File: config.mk
export PLATFORM = sky130hd
export DESIGN_NAME = accum_core
export DESIGN_NICKNAME = d
export VERILOG_FILES = /design/src/rtl/accum_pkg.sv /design/src/rtl/accum_decode.sv /design/src/rtl/accum_alu.sv /design/src/rtl/accum_core.sv
export SDC_FILE = /design/constraint.sdc
export NUM_CORES = 1
export LEC_CHECK = 0
export ABC_AREA = 1
export BUFFER_PORTS_ARGS = -buffer_cell sky130_fd_sc_hd__buf_2
export CAP_MARGIN = 20
export CELL_PAD_IN_SITES_DETAIL_PLACEMENT = 0
export CELL_PAD_IN_SITES_GLOBAL_PLACEMENT = 1
export CORE_MARGIN = 1.5
export CORE_UTILIZATION = 37
export DETAILED_ROUTE_END_ITERATION = 10
export PLACE_DENSITY = 0.86
export SLEW_MARGIN = 10
export SYNTH_ARGS = -nofsm -noshare
export SYNTH_HDL_FRONTEND = slang
export SYNTH_SLANG_ARGS = --single-unit
File: constraint.sdc
create_clock -name clk -period 1.7 [get_ports clk]
set_clock_uncertainty 0.15 [all_clocks]
set_input_delay 0.17 -clock clk [delete_from_list [all_inputs] [get_ports clk]]
set_output_delay 0.17 -clock clk [all_outputs]
set_load 0.01 [all_outputs]
File: src/rtl/accum_pkg.sv
package accum_pkg;
  localparam int DW  = 8;
  localparam int OPW = 4;

  typedef enum logic [OPW-1:0] {
    OP_NOP     = 4'd0,
    OP_LDA_IMM = 4'd1,
    OP_R_FROM_A = 4'd2,
    OP_OUT_R   = 4'd3,
    OP_OUT_A   = 4'd4,
    OP_LDR_IN  = 4'd5,
    OP_LDA_IN  = 4'd6,
    OP_ADD     = 4'd7,
    OP_OR      = 4'd8,
    OP_AND     = 4'd9,
    OP_INV     = 4'd10
  } op_e;

  typedef enum logic [2:0] {
    ASEL_KEEP, ASEL_IN, ASEL_ADD, ASEL_OR, ASEL_AND, ASEL_INV
  } asel_e;

  typedef enum logic [1:0] {RSEL_KEEP, RSEL_ACC, RSEL_IN} rsel_e;
  typedef enum logic [1:0] {OSEL_KEEP, OSEL_REG, OSEL_ACC} osel_e;

  typedef struct packed {
    asel_e a_sel;
    rsel_e r_sel;
    osel_e o_sel;
  } ctrl_t;
endpackage

File: src/rtl/accum_decode.sv
module accum_decode
  import accum_pkg::*;
#(
  parameter int OP_W = OPW
) (
  input  logic [OP_W-1:0] op_code,
  output ctrl_t           ctrl
);
  always_comb begin
    ctrl = '{a_sel: ASEL_KEEP, r_sel: RSEL_KEEP, o_sel: OSEL_KEEP};
    case (op_code)
      4'd1, 4'd6: ctrl.a_sel = ASEL_IN;
      4'd2:       ctrl.r_sel = RSEL_ACC;
      4'd3:       ctrl.o_sel = OSEL_REG;
      4'd4:       ctrl.o_sel = OSEL_ACC;
      4'd5:       ctrl.r_sel = RSEL_IN;
      4'd7:       ctrl.a_sel = ASEL_ADD;
      4'd8:       ctrl.a_sel = ASEL_OR;
      4'd9:       ctrl.a_sel = ASEL_AND;
      4'd10:      ctrl.a_sel = ASEL_INV;
      default:    ctrl = '{a_sel: ASEL_KEEP, r_sel: RSEL_KEEP, o_sel: OSEL_KEEP};
    endcase
  end
endmodule

File: src/rtl/accum_alu.sv
module accum_alu
  import accum_pkg::*;
#(
  parameter int W = DW
) (
  input  asel_e        sel,
  input  logic [W-1:0] acc,
  input  logic [W-1:0] rg,
  input  logic [W-1:0] din,
  output logic [W-1:0] acc_next
);
  always_comb begin
    case (sel)
      ASEL_IN:  acc_next = din;
      ASEL_ADD: acc_next = acc + rg;
      ASEL_OR:  acc_next = acc | rg;
      ASEL_AND: acc_next = acc & rg;
      ASEL_INV: acc_next = ~acc;
      default:  acc_next = acc;
    endcase
  end
endmodule

File: src/rtl/accum_core.sv
module accum_core
  import accum_pkg::*;
#(
  parameter int W    = DW,
  parameter int OP_W = OPW
) (
  input  logic            clk,
  input  logic            rst,
  input  logic [OP_W-1:0] op_code,
  input  logic [W-1:0]    din,
  output logic [W-1:0]    dout
);
  ctrl_t        ctrl;
  logic [W-1:0] acc_q, reg_q, acc_d;

  accum_decode #(.OP_W(OP_W)) u_dec (.op_code(op_code), .ctrl(ctrl));

  accum_alu #(.W(W)) u_alu (
    .sel(ctrl.a_sel), .acc(acc_q), .rg(reg_q), .din(din), .acc_next(acc_d)
  );

  always_ff @(posedge clk) begin
    if (rst) acc_q <= '0;
    else     acc_q <= acc_d;
  end

  always_ff @(posedge clk) begin
    if (rst) reg_q <= '0;
    else begin
      case (ctrl.r_sel)
        RSEL_ACC: reg_q <= acc_q;
        RSEL_IN:  reg_q <= din;
        default:  reg_q <= reg_q;
      endcase
    end
  end

  always_ff @(posedge clk) begin
    if (rst) dout <= '0;
    else begin
      case (ctrl.o_sel)
        OSEL_REG: dout <= reg_q;
        OSEL_ACC: dout <= acc_q;
        default:  dout <= dout;
      endcase
    end
  end

  // register touched only by opcodes 2 and 5
  a_r9_reg_hold: assert property (@(posedge clk) disable iff (rst)
    !(op_code == 4'd2 || op_code == 4'd5) |=> $stable(reg_q));
  // output port held unless opcode 3 or 4
  a_r10_out_hold: assert property (@(posedge clk) disable iff (rst)
    !(op_code == 4'd3 || op_code == 4'd4) |=> $stable(dout));
  // opcode 4 shows the earlier accumulator
  a_r4_out_acc: assert property (@(posedge clk) disable iff (rst)
    op_code == 4'd4 |=> dout == $past(acc_q));
  // wrapping addition
  a_r6_add_wrap: assert property (@(posedge clk) disable iff (rst)
    op_code == 4'd7 |=> acc_q == W'($past(acc_q) + $past(reg_q)));
  // undefined codes change nothing
  a_r11_noop: assert property (@(posedge clk) disable iff (rst)
    (op_code == 4'd0 || op_code > 4'd10) |=> ($stable(acc_q) && $stable(reg_q)));
endmodule

* Word level (Yosys, flattened, before mapping)
Index checks and enable logic that the tools add are counted.
** Word-level totals
- Bits in registers :: 24
- Output and inout bits :: 8
- Word-level logic and storage cells :: 36
** Cells by class
- Add/subtract/negate cells :: 1
- Equal/unequal tests :: 19
- Muxes and demuxes :: 6
- Bitwise gates (word level) :: 3
- Reductions and logical operators :: 4
** Operator list (number)
- one-hot mux 8 bit (5 select lines) :: 1
- one-hot mux 8 bit (2 select lines) :: 2
- equality test 4 x 3 -> 1 bit, second input constant :: 4
- one-hot mux 3 bit (5 select lines) :: 1
- equality test 4 bit, second input constant :: 3
- adder 8 bit :: 1
- AND 8 bit :: 1
- equality test 4 x 2 -> 1 bit, second input constant :: 2
- inverter 8 bit :: 1
- bitwise OR 8 bit :: 1
- one-hot mux 2 bit (2 select lines) :: 2
- equality test 3 x 2 -> 1 bit, second input constant :: 2
- equality test 3 bit, second input constant :: 2
- nonzero test 5 bit :: 1
- equality test 2 x 1 -> 1 bit, second input constant :: 2
- equality test 2 bit, second input constant :: 2
- equality test 4 x 1 -> 1 bit, second input constant :: 1
- nonzero test 2 bit :: 2
- equality test 3 x 1 -> 1 bit, second input constant :: 1
- OR reduction 2 bit :: 1

* Logic depth before layout (Yosys ltp)
Gate-level depths: netlist (run 1).
- Word-level depth :: 5
- Gate-level depth with buffers :: 11

* Cells and area by module
Synthesis (run 1) repeated with hierarchy kept, for this count alone.
** Second synthesis, totals
- Cell total of the unflattened synthesis :: 348
- Area total of the unflattened synthesis :: 2077.0 µm²
** By module, submodules not included
- accum_core :: times used 1, cells each 167, area each 1113.6 µm²
- accum_alu :: times used 1, cells each 155, area each 853.3 µm²
- accum_decode :: times used 1, cells each 26, area each 110.1 µm²

* Worst setup path after synthesis (run 1)
No wires, ideal clock.
- Path type :: register to register
- Start :: register acc_q[0]
- End :: register acc_q[4]
- Library setup time :: 110 ps
- Arrival :: 1435 ps
- Slack :: 5 ps
- Cell stages (with the launch flop) :: 10
- Buffers on the path :: 0
- Period minus slack after synthesis :: 1695 ps
- Cells stage by stage :: dfxtp_1 ha_1 fa_1 inv_1 nor2_1 nor3_1 nand3b_1 nand3_1 nand3_1 inv_1
** Between the ends
- Cells in the longest elaborated chain, start to end :: 2
** RTL lines
- from (decl) :: line accum_core.sv:14 : logic [W-1:0] acc_q, reg_q, acc_d;
- from (signal assigned) :: line accum_core.sv:23 : if (rst) acc_q <= '0;
- from (signal assigned) :: line accum_core.sv:24 : else acc_q <= acc_d;
- adder 8 bit :: line accum_alu.sv:15 : ASEL_ADD: acc_next = acc + rg;
- one-hot mux 8 bit (5 select lines) :: line accum_alu.sv:13 : case (sel)
Every way passes these cells.
A chain may end at the register's enable or synchronous reset.

* Final worst setup path (run 1)
Same ends and word-level chain as after synthesis.

==> reports/qor.yml, run 1 <==
internal-power_mw: 0.993
wl_per_cell_um: 12.6
via_count: 1946
violations: "setup timing"
clock-sinks: 24
io_buffers: 21
fin_crit_ns: 1.74
ys_top_cells_by_area: "dfxtp_1, inv_1, nand2_1"
pin_count: 22
nFillCells: 555
powerDensity_mw_per_mm2: 614
synth-compound-area-share_pct: 23.0
synth_commonest_cells: "inv_1, nand2_1, o21ai_0, a21oi_1, dfxtp_1"
worstSkewPairLatency_ns: 0.28
synthSimpleGateAreaFrac_pct: 25.1
grt_setup_unrepaired: "yes"
ys_seq_elements: 24
switchingPower_mw: 0.474
setup_slack_ns: -0.0368
clock.fmax_mhz: 576
drv_cap: 0
die-height_um: 75.2
seq_power_share_pct: 43.1
cts_tree: "yes"
final_nets: 371
route.detailed.drc: 0
hold_violations: 0
dp_cells: 402
worstPathRequired_ns: 1.73
grt_pass1_vias: 1804
holdWs_ns: 0.0596
synth.distinct_cells: 26
avgViaCountPerCell: 4.78
syn_area_mm2: 0.00193
grt_overflow: 0
synthAdderAreaFrac_pct: 12.7
setup-violations-final: 1
p_leak_nw: 1.18
crit_arrival_ns: 1.76
synth.avg_cell_area_um2: 6.36
syn_inst: 303
r2r_start: "acc_q[0]"
slew_violations: 0
status: "finished with violations"
place_hpwl_um: 3750
area_growth_pct: 23.8
grt_max_degree: 19
dieArea_mm2: 0.00565
synth.top_cell.area_share_pct: 24.9
start_kind: "flip-flop"
grt_pass1_wl_um: 8350
max-vdd-ir-drop_v: 0.000487
numCtsBuffers: 3
ys_seq_area_share_pct: 24.9
critPathMaxFanout: 3
synthXorXnorAreaFrac_pct: 0
finalPower_mw: 1.47
die_w_um: 75.2
grt_util_all_layers_pct: 19.6
cts.path.max_buffers: 2
p_comb_share_pct: 28.9
hp-start: "din[3]"
fin_cells: 407
hold_path.class: "input pin to flip-flop"
cp-startpoint: "acc_q[0]"
clkTransAtPathRegs_ns: 0.10
pre_cts_slack_ns: -0.0559
synth-edff-count: 0
p_clk_share_pct: 28.1
synth_top_family_by_area: "simple AND/OR/NAND/NOR gates"
slew_headroom_pct: 70.5
htree_levels: 1
end_kind: "flip-flop"
routed_wl_um: 5120
yosys_most_used_dff: "dfxtp_1"
yosysWarnings: 0
antenna_found_initial: 0
drive_gt1_share_pct: 21.7
initial_core_util_pct: 38.0
gp_congestion: 0.905
path_class: "flip-flop to flip-flop"
netSwitchingFraction_pct: 32.3
coreArea_mm2: 0.00507
postRouteAntennaNets: 0
dr.pass1.iters: 4
synth.area.mux_share_pct: 0
syn-num-nets: 336
finalCritPeriodShare_pct: 102
num_rows: 26
cts_root_buffer: "clkbuf_8"
async_flop_share_pct: 0
yosysTopAreaCell: "dfxtp_1"
tightest_slew_ns: 0.442
n_antenna_cell: 0
drt_iter0_drc: 97
-- path summary, 6_finish.rpt --
kind / end / slack, ns / depth (start not counted)
setup / recovery: acc_q[4] / -0.04 / 9
hold reg to reg: acc_q[1] / 0.37 / 2
hold / removal: reg_q[3] / 0.06 / 5
setup reg to reg: acc_q[4] / -0.04 / 9
-- sequential cells by signal, indices dropped and copies added, names as in the netlist --
register	flops
acc_q	8
reg_q	8
dout	8
-- logic make-up (layout without fill, tap and decap cells) --
group / count (synthesis) / in the layout
AND/OR/NAND/NOR: 106 / 106
AO/OA/AOI/OAI: 82 / 82
adder cells (fa/ha/maj): 19 / 19
flip-flops: 24 / 24
buffers and inverters: 72 / 106
-- per-stage QoR --
step / instance area, um^2 / setup TNS (ns) / util (%)
after floorplan: 1930 / 0 / -
after global placement: 2230 / -0.0172 / 43.9
after detailed placement: 2230 / -0.0849 / 43.9
after CTS: 2290 / -0.0111 / 45.1
after global routing: 2390 / -0.310 / 47.0
final: 2390 / -0.0368 / 47.0
-- routing by layer --
metal	up-vias	track usage [%]	share of wire, %
met5	-	0	0
met4	0	4.17	0.55
met3	4	3.08	3.4
met2	34	32.4	45
met1	875	27.2	51
li1	1033	-	-
-- worst max-delay path: stages, from the launching register on --
cell	delay, ns
dfxtp_2	0.35
ha_4	0.16
fa_2	0.41
inv_2	0.07
nor2_2	0.04
nor3_2	0.13
nand3b_1	0.13
nand3_1	0.07
nand3_1	0.09
inv_1	0.04
-- area by class of cell --
class                   instances  area [um^2]  share of cell area, %
well taps                      70         87.6                   3.67
clock buffers                   4         55.1                   2.31
repair buffers                 37          250                   10.5
flip-flops and latches         24          489                   20.5
multi-input cells             207         1260                   52.8
inverters                      65          244                   10.2
-- power by group through the flow --
stage          clock network (mW)  registers (mW)  logic [mW]
2_1_floorplan                   0           0.648       0.242
3_3_place_gp                    0           0.640       0.382
3_5_place_dp                    0           0.641       0.384
4_1_cts                     0.427           0.630       0.386
5_1_grt                     0.444           0.639       0.485
6_report                    0.412           0.632       0.423
-- cells in the final DEF, fill, tap and decap left out --
cell / instances
o21ai_4: 1
nand2_1: 61
buf_12: 2
inv_1: 60
buf_2: 21
dfxtp_1: 19
o21a_1: 1
o21ai_0: 42
dfxtp_2: 4
buf_4: 14
a21oi_1: 26
nor2_1: 15
o21bai_1: 2
ha_4: 6
nand2_4: 2
nor3_1: 3
nand3_1: 10
nor2_2: 1
nand2_2: 3
o21ai_1: 3
nand4_1: 1
dfxtp_4: 1
nand3b_1: 3
inv_2: 5
fa_2: 1
nor2_4: 2
o22ai_1: 2
or2_2: 2
ha_2: 1
o211ai_1: 5
nor3_2: 3
ha_1: 11
clkbuf_8: 4
-- timing repair --
action,in CTS,in global routing
pin swaps,0,5
hold buffers,0,0
setup endpoints to repair,4,7
gates resized for setup,2,17
buffers inserted,0,1
Power figures use the tool's default switching activity.
==> inputs of run 2 (changes only) <==
--- a/config.mk
+++ b/config.mk
@@ -11,9 +11,10 @@
 export CELL_PAD_IN_SITES_DETAIL_PLACEMENT = 0
 export CELL_PAD_IN_SITES_GLOBAL_PLACEMENT = 1
 export CORE_MARGIN = 1.5
-export CORE_UTILIZATION = 37
+export CORE_UTILIZATION = 38
+export CTS_BUF_LIST = sky130_fd_sc_hd__clkbuf_4
 export DETAILED_ROUTE_END_ITERATION = 10
-export PLACE_DENSITY = 0.86
+export PLACE_DENSITY = 0.88
 export SLEW_MARGIN = 10
 export SYNTH_ARGS = -nofsm -noshare
 export SYNTH_HDL_FRONTEND = slang
==> run 2 against run 1 <==
Compared with the run above:
- the run ends with hold timing, setup timing left
- via count is 0.21% higher
- clock power up 5.8%
- global-route usage decreased by 0.19 points
- setup slack gained 0.0018 ns
- clock-buffer cell count decreased by 1
- routed wire length down 1.5%
- cell count is 0.49% lower
- combinational power is 2% higher
- design area increased by 1.1%
- critical path type unchanged
==> reports/qor.yml, run 2 (synthesized netlist as in run 1, its figures left out) <==
status: "finished with violations"
violations: "hold timing, setup timing"
place_hpwl_um: 3760  # +0.35%
end_kind: "flip-flop"
p_leak_nw: 1.20  # +1.1%
hold_violations: 2  # +2
fin_cells: 405  # -0.49%
io_buffers: 21  # unchanged
wl_per_cell_um: 12.4  # -1.1%
avgViaCountPerCell: 4.81  # +0.70%
postCtsHoldBufs: 0  # unchanged
numCtsBuffers: 3  # unchanged
final_cell_area_mm2: 0.00241  # +1.1%
layout_commonest_cell: "nand2_1"
worstPathRequired_ns: 1.81  # +0.08 ns
finalSetupTns_ns: -0.0496  # -0.0128 ns
setup_slack_ns: -0.0350  # +0.00181 ns
worstSkewPairLatency_ns: 0.34  # +0.06 ns
postRouteAntennaNets: 0  # unchanged
initial_core_util_pct: 40.0  # +2.0 points
drt_iter0_drc: 104  # +7.2%
cts_tree: "yes"
pin_count: 22  # unchanged
grt_pass1_wl_um: 8250  # -1.2%
setup-violations-final: 2  # +1
gp_congestion: 0.885  # -2.2%
clkTransAtPathRegs_ns: 0.15  # +0.05 ns
nFillCells: 527  # -5.0%
final_nets: 372  # +0.27%
fin_crit_ns: 1.73  # -0.00181 ns
final_util_pct: 50.1  # +3.1 points
hold_path.class: "input pin to flip-flop"
n_antenna_cell: 0  # unchanged
dieArea_mm2: 0.00551  # -2.5%
grt_util_all_layers_pct: 19.4  # -0.19 points
antenna_found_initial: 0  # unchanged
grt_max_degree: 17  # -2
clock.fmax_mhz: 576  # +0.10%
powerDensity_mw_per_mm2: 622  # +1.3%
route.detailed.drc: 0  # unchanged
critPathMaxFanout: 3  # unchanged
via_count: 1950  # +0.21%
final_cell_mix: "nand2_1, inv_1, o21ai_0, a21oi_1, buf_2"
top_regs: "acc_q: 8 flops, dout: 8 flops, reg_q: 8 flops"
die_w_um: 74.2  # -1.3%
holdWs_ns: -0.0153  # -0.0748 ns
slew_headroom_pct: 73.5  # +3.0 points
seq_area_um2: 494  # +1.0%
crit_arrival_ns: 1.85  # +0.09 ns
slew_violations: 0  # unchanged
placed_cell_area_mm2: 0.00223  # +0.17%
dp_cells: 400  # -0.50%
r2r_slack_ns: -0.03  # about the same
drv_cap: 0  # unchanged
path_class: "flip-flop to flip-flop"
pre_cts_slack_ns: -0.0453  # +0.0106 ns
cts_root_buffer: "clkbuf_4"
cts.path.max_buffers: 2  # unchanged
grt_setup_unrepaired: "yes"
max-vdd-ir-drop_v: 0.000379  # -22%
multi_input_area_mm2: 0.00128  # +1.6%
start_kind: "flip-flop"
num_rows: 25  # -3.8%
area_growth_pct: 25.2
tightest_slew_ns: 0.397  # -0.0447 ns
routed_wl_um: 5040  # -1.5%
drive_gt1_share_pct: 24.0  # +2.3 points
finalCritPeriodShare_pct: 102  # -0.11 points
coreArea_mm2: 0.00482  # -5.1%
die-height_um: 74.2  # -1.3%
htree_levels: 1  # unchanged
grt_overflow: 0  # unchanged
finalPower_mw: 1.50  # +2.4%
grt_pass1_vias: 1792  # -0.67%
dr.pass1.iters: 4  # unchanged
clock-sinks: 24  # unchanged
[run 2: cell types whose count changed in the layout (fill, tap and decap cells not counted), sizes merged]
cell,change
buf,+1
bufinv,+1
clkbuf,-1
[run 2: final cells by class]
| type | count | share of cell area (%) |
|---|---|---|
| sequential | 24 | 20.5 |
| multi-input combinational | 207 | 53.1 |
| tap | 67 | 3.47 |
| clock buffer | 3 | 0.933 |
| timing repair buffer | 38 | 10.7 |
| clock inverter | 1 | 1.24 |
| inverter | 65 | 10.1 |
[run 2: critical path, stage by stage, from the launching register on]
cell and delay, ns:
dfxtp_2 0.37, ha_4 0.17, fa_2 0.41, inv_2 0.07
nor2_2 0.04, nor3_2 0.15, nand3b_1 0.12, nand3_1 0.07
nand3_1 0.08, inv_1 0.04
[run 2: path summary, 6_finish.rpt]
| kind | from | endpoint | depth (start not counted) |
|---|---|---|---|
| hold reg to reg | acc_q[1] | acc_q[1] | 2 |
| hold / removal | din[3] | reg_q[3] | 5 |
| setup reg to reg | acc_q[0] | acc_q[4] | 9 |
| setup / recovery | acc_q[0] | acc_q[4] | 9 |
[run 2: power breakdown]
| group | internal (mW) | switching (mW) | total (mW) |
|---|---|---|---|
| Clock | 0.239 | 0.198 | 0.436 |
| Sequential | 0.605 | 0.0279 | 0.633 |
| Combinational | 0.186 | 0.247 | 0.433 |
| Total | 1.03 | 0.472 | 1.50 |
[run 2: repair_timing]
item / 4_1_cts / 5_1_grt
endpoints found under the setup margin: 5 / 7
gates resized for setup: 3 / 24
pin swaps: 0 / 6
setup buffers: 0 / 1
[run 2: routing by layer]
layer | wire [um] | global-route usage (%) | up-vias
li1 | - | - | 1031
met1 | 2460 | 26.8 | 870
met2 | 2260 | 32.5 | 45
met3 | 268 | 2.85 | 4
met4 | 52 | 3.84 | 0
met5 | 0 | 0 | -
